**config.mk**
```make
export PLATFORM = sky130hd
export DESIGN_NAME = lts_symfunc_eval
export DESIGN_NICKNAME = d
export VERILOG_FILES = /design/src/rtl/lts_pkg.sv /design/src/rtl/lts_unit.sv /design/src/rtl/lts_ctrl.sv /design/src/rtl/lts_datapath.sv /design/src/rtl/lts_symfunc_eval.sv
export SDC_FILE = /design/constraint.sdc
export NUM_CORES = 1
export LEC_CHECK = 0
export BUFFER_PORTS_ARGS = -buffer_cell sky130_fd_sc_hd__buf_2
export CORE_UTILIZATION = 50
export CTS_BUF_LIST = sky130_fd_sc_hd__clkbuf_4 sky130_fd_sc_hd__clkbuf_8
export DETAILED_ROUTE_END_ITERATION = 10
export GPL_TIMING_DRIVEN = 0
export MAX_ROUTING_LAYER = met4
export PLACE_DENSITY = 0.7
export SYNTH_ARGS = -nofsm -noshare
export SYNTH_HDL_FRONTEND = slang
export SYNTH_SLANG_ARGS = --single-unit
```
**constraint.sdc**
```tcl
create_clock -name clk -period 5.2 [get_ports clk]
set_clock_uncertainty 0.1 [all_clocks]
set_input_delay 0.26 -clock clk [delete_from_list [all_inputs] [get_ports clk]]
set_output_delay 0.26 -clock clk [all_outputs]
set_load 0.05 [all_outputs]
```
**src/rtl/lts_pkg.sv**
```systemverilog
package lts_pkg;

  typedef struct packed {
    logic rebuild;
  } ctrlStrobe_t;

  function automatic int maxRuns(input int n);
    return n / 2 + 1;
  endfunction

endpackage

```
**src/rtl/lts_unit.sv**
```systemverilog
module lts_unit #(
  parameter int CW = 4
) (
  input  logic [CW-1:0] count,
  input  logic [CW-1:0] edgeVal,
  input  logic          isUpper,
  input  logic          enable,
  output logic          fire
);
  logic signed [CW:0] margin;

  // weights +1 with bias -a (lower edge) or weights -1 with bias +b (upper edge)
  always_comb begin
    if (isUpper) margin = $signed({1'b0, edgeVal}) - $signed({1'b0, count});
    else         margin = $signed({1'b0, count}) - $signed({1'b0, edgeVal});
    fire = enable && !margin[CW];
  end
endmodule

```
**src/rtl/lts_ctrl.sv**
```systemverilog
module lts_ctrl import lts_pkg::*; #(
  parameter int N = 8
) (
  input  logic        clk,
  input  logic        rstN,
  input  logic        loadTbl,
  input  logic [N:0]  tblIn,
  output logic [N:0]  tblReg,
  output ctrlStrobe_t strobe
);
  always_ff @(posedge clk) begin
    if (!rstN) begin
      tblReg         <= '0;
      strobe.rebuild <= 1'b0;
    end else begin
      if (loadTbl) tblReg <= tblIn;
      strobe.rebuild <= loadTbl;
    end
  end
endmodule

```
**src/rtl/lts_datapath.sv**
```systemverilog
module lts_datapath import lts_pkg::*; #(
  parameter int N       = 8,
  parameter bit REG_OUT = 1'b1
) (
  input  logic                        clk,
  input  logic                        rstN,
  input  ctrlStrobe_t                 strobe,
  input  logic [N:0]                  tbl,
  input  logic [N-1:0]                dataIn,
  output logic [2*maxRuns(N)-1:0]     layerOut,
  output logic                        funcOut
);
  localparam int MR = maxRuns(N);
  localparam int CW = $clog2(N + 1);
  localparam int SW = $clog2(2 * MR + 2) + 2;

  logic [CW-1:0] nxtLo [MR];
  logic [CW-1:0] nxtHi [MR];
  logic [MR-1:0] nxtVld;
  logic [CW-1:0] runLo [MR];
  logic [CW-1:0] runHi [MR];
  logic [MR-1:0] runVld;
  logic [CW-1:0] onesCnt;
  logic signed [SW-1:0] acc;
  logic          sumFire;

  // locate the edges of every maximal 1-run in the count table
  always_comb begin
    int   runIdx;
    logic prevOne;
    runIdx  = 0;
    prevOne = 1'b0;
    nxtVld  = '0;
    for (int r = 0; r < MR; r++) begin
      nxtLo[r] = '0;
      nxtHi[r] = '0;
    end
    for (int i = 0; i <= N; i++) begin
      if (runIdx < MR) begin
        if (tbl[i] && !prevOne) begin
          nxtLo[runIdx]  = CW'(i);
          nxtVld[runIdx] = 1'b1;
        end
        if (tbl[i]) nxtHi[runIdx] = CW'(i);
      end
      if (!tbl[i] && prevOne) runIdx = runIdx + 1;
      prevOne = tbl[i];
    end
  end

  always_ff @(posedge clk) begin
    if (!rstN) begin
      runVld <= '0;
      for (int r = 0; r < MR; r++) begin
        runLo[r] <= '0;
        runHi[r] <= '0;
      end
    end else if (strobe.rebuild) begin
      runVld <= nxtVld;
      for (int r = 0; r < MR; r++) begin
        runLo[r] <= nxtLo[r];
        runHi[r] <= nxtHi[r];
      end
    end
  end

  always_comb begin
    onesCnt = '0;
    for (int i = 0; i < N; i++) onesCnt = onesCnt + CW'(dataIn[i]);
  end

  // first layer: one lower-edge and one upper-edge unit per run slot
  for (genvar r = 0; r < MR; r++) begin : g_layer
    lts_unit #(.CW(CW)) uLower (
      .count(onesCnt), .edgeVal(runLo[r]), .isUpper(1'b0),
      .enable(runVld[r]), .fire(layerOut[2*r])
    );
    lts_unit #(.CW(CW)) uUpper (
      .count(onesCnt), .edgeVal(runHi[r]), .isUpper(1'b1),
      .enable(runVld[r]), .fire(layerOut[2*r+1])
    );
  end

  // output unit: unit weights, bias of -(runs + 1), sign test
  always_comb begin
    acc = -SW'(1);
    for (int r = 0; r < MR; r++) if (runVld[r]) acc = acc - SW'(1);
    for (int k = 0; k < 2 * MR; k++) acc = acc + SW'(layerOut[k]);
    sumFire = !acc[SW-1];
  end

  if (REG_OUT) begin : g_regOut
    always_ff @(posedge clk) begin
      if (!rstN) funcOut <= 1'b0;
      else       funcOut <= sumFire;
    end
  end else begin : g_combOut
    assign funcOut = sumFire;
  end
endmodule

```
**src/rtl/lts_symfunc_eval.sv**
```systemverilog
module lts_symfunc_eval import lts_pkg::*; #(
  parameter int N       = 8,
  parameter bit REG_OUT = 1'b1
) (
  input  logic                    clk,
  input  logic                    rstN,
  input  logic                    loadTbl,
  input  logic [N:0]              tblIn,
  input  logic [N-1:0]            dataIn,
  output logic [2*(N/2+1)-1:0]    layerOut,
  output logic                    funcOut
);
  ctrlStrobe_t strobe;
  logic [N:0]  tblQ;
  logic        rebuildPend;

  assign rebuildPend = strobe.rebuild;

  lts_ctrl #(.N(N)) uCtrl (
    .clk(clk), .rstN(rstN), .loadTbl(loadTbl), .tblIn(tblIn),
    .tblReg(tblQ), .strobe(strobe)
  );

  lts_datapath #(.N(N), .REG_OUT(REG_OUT)) uPath (
    .clk(clk), .rstN(rstN), .strobe(strobe), .tbl(tblQ),
    .dataIn(dataIn), .layerOut(layerOut), .funcOut(funcOut)
  );
endmodule

```
* Word level (Yosys, flattened, before mapping)
Memories as Yosys holds them, arrays and structs flattened.
Index checks and enable logic that the tools add are counted.
Widths: inputs -> output; s select.
** Cells by class
- $add $sub $neg :: 37
- Order comparisons :: 35
- Multiplexer cells :: 100
- Bitwise operators :: 59
- Reductions and logical operators :: 58
** Operators by type and width (count)
- $mux 20 :: 28
- $ge 32x4->1 const B :: 7
- $lt 32x1->1 const B :: 7
- $ge 32x1->1 const B :: 6
- $lt 32x4->1 const B :: 6
- $lt 32x5->1 const B :: 6
- $mux 32 :: 6
- $not 32->32 :: 6
- $add 32x2->32 const B :: 5
- $and 15x15->15 :: 6
- $demux 4 s3 :: 7
- $mux 5 :: 14
- $mux 4 :: 17
- $add 6x1->6 :: 10
- $and 10x10->10 :: 6
- $or 10x10->10 :: 6
- $or 5x5->5 :: 10
- $sub 4x4->5 :: 10
- $not 15->15 :: 3
- $logic_and 1x1->1 :: 39
- $not 1->32 :: 1
- $not 10->10 :: 3
- $or 15x15->15 :: 2
- $add 4x1->4 :: 6
- other kinds (16) :: 72
** Word-level totals
- Flip-flop bits (word level) :: 16
- Memory bits (writable) :: 40
- Input port bits :: 20
- Output and inout port bits :: 11
- Memories :: 2
** Memory list
- uPath.runHi :: depth 5, width 4, read ports 5, clocked after Yosys merged registers in 0, wr ports 5, RTL line lts_datapath.sv:21 : logic [CW-1:0] runHi [MR];
- uPath.runLo :: depth 5, width 4, read ports 5, clocked after Yosys merged registers in 0, wr ports 5, RTL line lts_datapath.sv:20 : logic [CW-1:0] runLo [MR];

* Depth between registers and ports, before layout
- Depth after elaboration :: 31
- Gate-level depth with buffers :: 25
- Mapped depth without buffers :: 25

* Hierarchy
From an unflattened synthesis, not the netlist that was laid out.
** Unflattened totals
- Cells, all modules :: 650
- Area, all modules :: 5651.7 sq um
** Modules (own cells, without submodules)
- lts_datapath :: instances 1, cells an instance 390, area each 3697.3 sq um, seq. area each 1321.3 sq um
- lts_unit :: instances 10, cells an instance 23, area each 158.9 sq um, seq. area each 0.0 sq um
- lts_ctrl :: instances 1, cells an instance 30, area each 365.4 sq um, seq. area each 200.2 sq um

* Least setup slack after synthesis
No wires, ideal clock.
- Path kind :: input to register
- From :: in dataIn[0]
- To :: reg uPath.funcOut
- Library setup time :: 124 ps
- Arrival time :: 5343 ps
- Slack :: -367 ps
- Cell stages on the path :: 25
- Path buffers :: 0
- Path through :: ha_1 -> inv_1 -> fa_1 -> fa_1 -> inv_1 -> fa_1 -> inv_1 -> fa_1 -> inv_1 -> ha_1 -> a21oi_1 -> a21o_1 -> o21ai_0 -> a21oi_1 -> nor2b_1 -> fa_1 -> inv_1 -> fa_1 -> inv_1 -> fa_1 -> ha_1 -> a21oi_1 -> nor2b_1 -> o21ai_0 -> o21ai_0
** Between the ends
- Elaborated cells between the ends (all ways) :: 48
- Classes of those cells :: 27 x add/sub; 21 x reduce/logical
** RTL lines
- start, declared :: RTL line lts_symfunc_eval.sv:9 : input logic [N-1:0] dataIn,
- $add 1x1->2 :: RTL line lts_datapath.sv:69 : for (int i = 0; i < N; i++) onesCnt = onesCnt + CW'(dataIn[i]);
- $add 4x1->4 (6 in series) :: RTL line lts_datapath.sv:69
- $sub 4x4->5 :: RTL line lts_unit.sv:15 : else margin = $signed({1'b0, count}) - $signed({1'b0, edgeVal});
- $logic_not 1->1 :: RTL line lts_unit.sv:16 : fire = enable && !margin[CW];
- $logic_and 1x1->1 :: RTL line lts_unit.sv:16
- via uPath.g_layer[4].uLower.fire :: RTL line lts_unit.sv:8 : output logic fire
- $add 6x1->6 (2 in series) :: RTL line lts_datapath.sv:88 : for (int k = 0; k < 2 * MR; k++) acc = acc + SW'(layerOut[k]);
- $logic_not 1->1 :: RTL line lts_datapath.sv:89 : sumFire = !acc[SW-1];
- end signal, assigned :: RTL line lts_datapath.sv:95 : else funcOut <= sumFire;
- end, declared :: RTL line lts_datapath.sv:11 : output logic funcOut
The timed path passes the listed nets, and every way through them passes these cells.
A chain may end at the register's enable or synchronous reset.

* Worst setup path after layout
- From :: in dataIn[1]
- To :: reg uPath.funcOut
** Between the ends
- Elaborated cells between the ends (all ways) :: 48
- Classes of those cells :: 27 x add/sub; 21 x reduce/logical
** RTL lines (RTL line)
- $add 1x1->2 :: lts_datapath.sv:69
- $add 4x1->4 (6 in series) :: lts_datapath.sv:69
- $sub 4x4->5 :: lts_unit.sv:15
- $logic_not 1->1 :: lts_unit.sv:16
- $logic_and 1x1->1 :: lts_unit.sv:16
- via uPath.g_layer[3].uLower.fire :: lts_unit.sv:8
- $add 6x1->6 (4 in series) :: lts_datapath.sv:88
- $logic_not 1->1 :: lts_datapath.sv:89
The timed path passes the listed nets, and every way through them passes these cells.

==> results.md <==
- Status: finished, violations left
- Failing checks: setup timing
- CP max-delay cell: fa_2
- Slew headroom: 38.7%
- Crit path launch type: input port
- Setup-failing EPs final: 2
- Die Width: 99.4 µm
- Longest Clk Path Bufs: 2
- Crit. End Element: flip-flop
- Fraction of registers with async set/reset: 0%
- DRC Markers: 0
- Total grt overflow: 0
- Synth Area per Inst: 8.84 µm²
- Die Ht: around 99 µm
- Vias: 4101
- Router iterations before antenna repair: 5
- I/O pin cnt: 31
- Unrepaired setup endpoints after global routing: yes
- Clock Pin Slew Worst Setup and Hold Paths: between 0.1 and 0.15 ns
- Hold endpoint: uCtrl.tblReg[3]
- Post-synth EDFFs: 40
- Routed WL: 12500 µm
- Initial DRC Count: between 300 and 400
- Largest net degree at the start of global routing: 23
- Tmin final: 5.40 ns
- CTS tree: built
- GR Layer Usage met2: 42.4%
- Drt wl/cell: 17.7 µm
- Met1 Use GR: 35.1%
- Layout Area Growth over Synthesis: 18.8%
- Fin. max-slew vios: 0
- Initial antenna violation count: 0
- FF+latch count, synth: 56
- Final ANT Viol Nets: 0
- Most frequent CP cell: inv_2
- DP Wirelength: around 9100 µm
- First-pass GRT wire length: 20200 µm
- H-tree depth: 2
- Diode count: 0
- Tightest Pin Transition: roughly 0.92 ns
- GRT busiest layer: met2
- Skew-Pair Late Insertion Delay: 0.32 ns
- Worst hold path class: in2reg
- Fin nets: roughly 660
- Fmax: 185 MHz
- CTS Root Cell: clkbuf_8
- Final setup margin: -0.197 ns
- Share of cells above drive strength 1: 26.2%
- CP arrival: 5.52 ns
- Site row count: 35
- CORE AREA: just over 9000 µm²
- Critical Path RT: 5.32 ns
- Critical Path, Cell by Cell: buf_6, ha_4, inv_2, fa_1, fa_1, inv_2, fa_2, inv_2, fa_2, clkinv_4, ha_4, a21oi_2, a21o_1, o21ai_0, a21oi_1, nor2b_1, fa_1, inv_2, fa_2, fa_1, inv_2, ha_4, a21oi_4, o21ai_1
- Worst R2R Start: uCtrl.tblReg[3]
- Commonest non-fill, non-tap cell in the layout: nand2_1
- Final hold violations: 0
- Fin area: 5630 µm²
- Critical Path Max Stage Delay: 0.64 ns
- Tcrit/Tclk final: 104%
- Largest area contributor in the netlist: edfxtp_1
- Reg2reg end: uPath.runLo[0][0]
- Sequential-to-total area share from yosys stat: 32.1%
- Critical path peak fanout: 5
- Met3 GRT Util: 2.95%
- Yosys warns: 0
- Power per cell area: 262 nW/µm²
- Hold depth: 3
- Area post-placement: approximately 5100 µm²
- Post-CTS Hold Buffers: 0
- Sink Count: 56
- Ranking of synthesized cells by area: edfxtp_1 25%, ha_1 11%, dfxtp_1 6.8%
- Post-Syn Instances: 536
- Number of port buffers: 29
- Die Footprint: slightly below 10000 µm²
- CP Class: in2reg
- GP Congestion: 0.972
- Predominant post-synthesis flop cell: edfxtp_1
- DR vias/cell: roughly 5.8
- Max cap viols: 0
- Post-Route Utilization: between 60 and 70%
- CTS Buf Count: 5
- Reg2reg path depth: 21
- Yosys cell types: 73
- Leak pwr: 2.32 nW
- Total track usage: a little over a quarter
- Min-delay src: tblIn[3]
- Tot Pwr: 1.47 mW
- Most frequent cells in the layout: 50 x nand2_1, 45 x nor2_1, 40 x edfxtp_1, 37 x inv_1, 34 x a21oi_1
- Synth top area share: 25.3%
- Net Count, Synth: approximately 610
- VDD IR max: 0.000117 V
- Vias in the first global route: 4023
- Initial Utilization: about half
- Reg2Reg Setup Slack: 0.29 ns
- Mapped Area: 4740 µm²
-- worst max path at each step --
stage / slack [ns] / end / startpoint
4_1_cts: -0.32 / uPath.funcOut / dataIn[1]
6_report: -0.20 / uPath.funcOut / dataIn[1]
2_1_floorplan: -0.24 / uPath.funcOut / dataIn[0]
3_5_place_dp: -1.26 / uPath.funcOut / dataIn[0]
5_1_grt: -0.36 / uPath.funcOut / dataIn[1]
3_3_place_gp: -1.13 / uPath.funcOut / dataIn[0]
-- cell usage after synthesis (3+ instances only) --
cell type	n
o21ai_0	19
edfxtp_1	40
nor3_1	5
a211oi_1	3
dfxtp_1	16
inv_1	44
mux2i_1	18
nor2b_1	21
a21oi_1	46
and2_1	5
ha_1	41
xor2_1	7
buf_2	7
nor2_1	47
nand3_1	10
nand4_1	7
xnor2_1	3
nand2b_1	17
buf_4	12
a31oi_1	6
nand2_1	50
a21o_1	9
inv_2	4
fa_1	9
clkbuf_1	11
o21ai_1	7
and3_1	5
o21a_1	8
-- through the flow --
stage	setup slack, ns	hold slack [ns]	TNS [ns]	cells
2_1_floorplan	-0.235	0.288	-0.235	536
3_5_place_dp	-1.26	0.426	-4.55	677
5_1_grt	-0.360	0.0973	-0.599	706
4_1_cts	-0.325	0.0901	-0.562	702
3_3_place_gp	-1.13	0.418	-4.33	676
6_report	-0.197	0.0873	-0.283	706
-- repair_timing --
| action | 4_1_cts | 5_1_grt |
|---|---|---|
| buffers inserted | 17 | 4 |
| resized for setup | 46 | 33 |
| endpoints found under the setup margin | 24 | 38 |
| pin swaps | 22 | 11 |
-- power by group --
group / switching, mW / internal, mW
Combinational: 0.397 / 0.298
Sequential: 0.0131 / 0.503
Clock: 0.166 / 0.0965
-- registers in the layout, summed over array words and instances (netlist names) --
| name | flops |
|---|---|
| uCtrl.tblReg | 9 |
| uPath.runLo | 20 |
| uPath.funcOut | 1 |
| uPath.runHi | 20 |
| uCtrl.strobe | 1 |
| uPath.runVld | 5 |
-- layer usage --
layer	share of wire (%)	wire, µm
met2	48	5960
met1	45	5620
met5	0	0
met3	4.2	519
met4	3.1	381
-- area by class of cell --
| cell class | count | area [µm²] |
|---|---|---|
| sequential | 56 | 1520 |
| multi-input combinational | 399 | 3100 |
| clock buffer | 5 | 68.8 |
| timing repair buffer | 51 | 390 |
| clock inverter | 3 | 21.3 |
| buffer | 32 | 194 |
| inverter | 49 | 191 |
| tap | 111 | 139 |
| fill | 790 | 3570 |
-- worst max-delay path: cells and delay by family --
kind | cells | cell delay (ns)
compound gates | 6 | 0.65
fa+ha+maj | 10 | 4.00
buf+inv | 7 | 0.51
simple gates | 1 | 0.10
-- kinds of logic (layout without fill, tap and decap cells) --
family / after synthesis / in the layout / share of synthesized area, %
fa+ha+maj: 50 / 50 / 14.6
flops: 56 / 56 / 32.1
mux: 22 / 22 / 5.04
simple gates: 183 / 183 / 19.3
xor+xnor: 11 / 11 / 2.19
compound gates: 133 / 133 / 18.9
buf+inv: 81 / 140 / 7.76
Power figures use the tool's default switching activity.
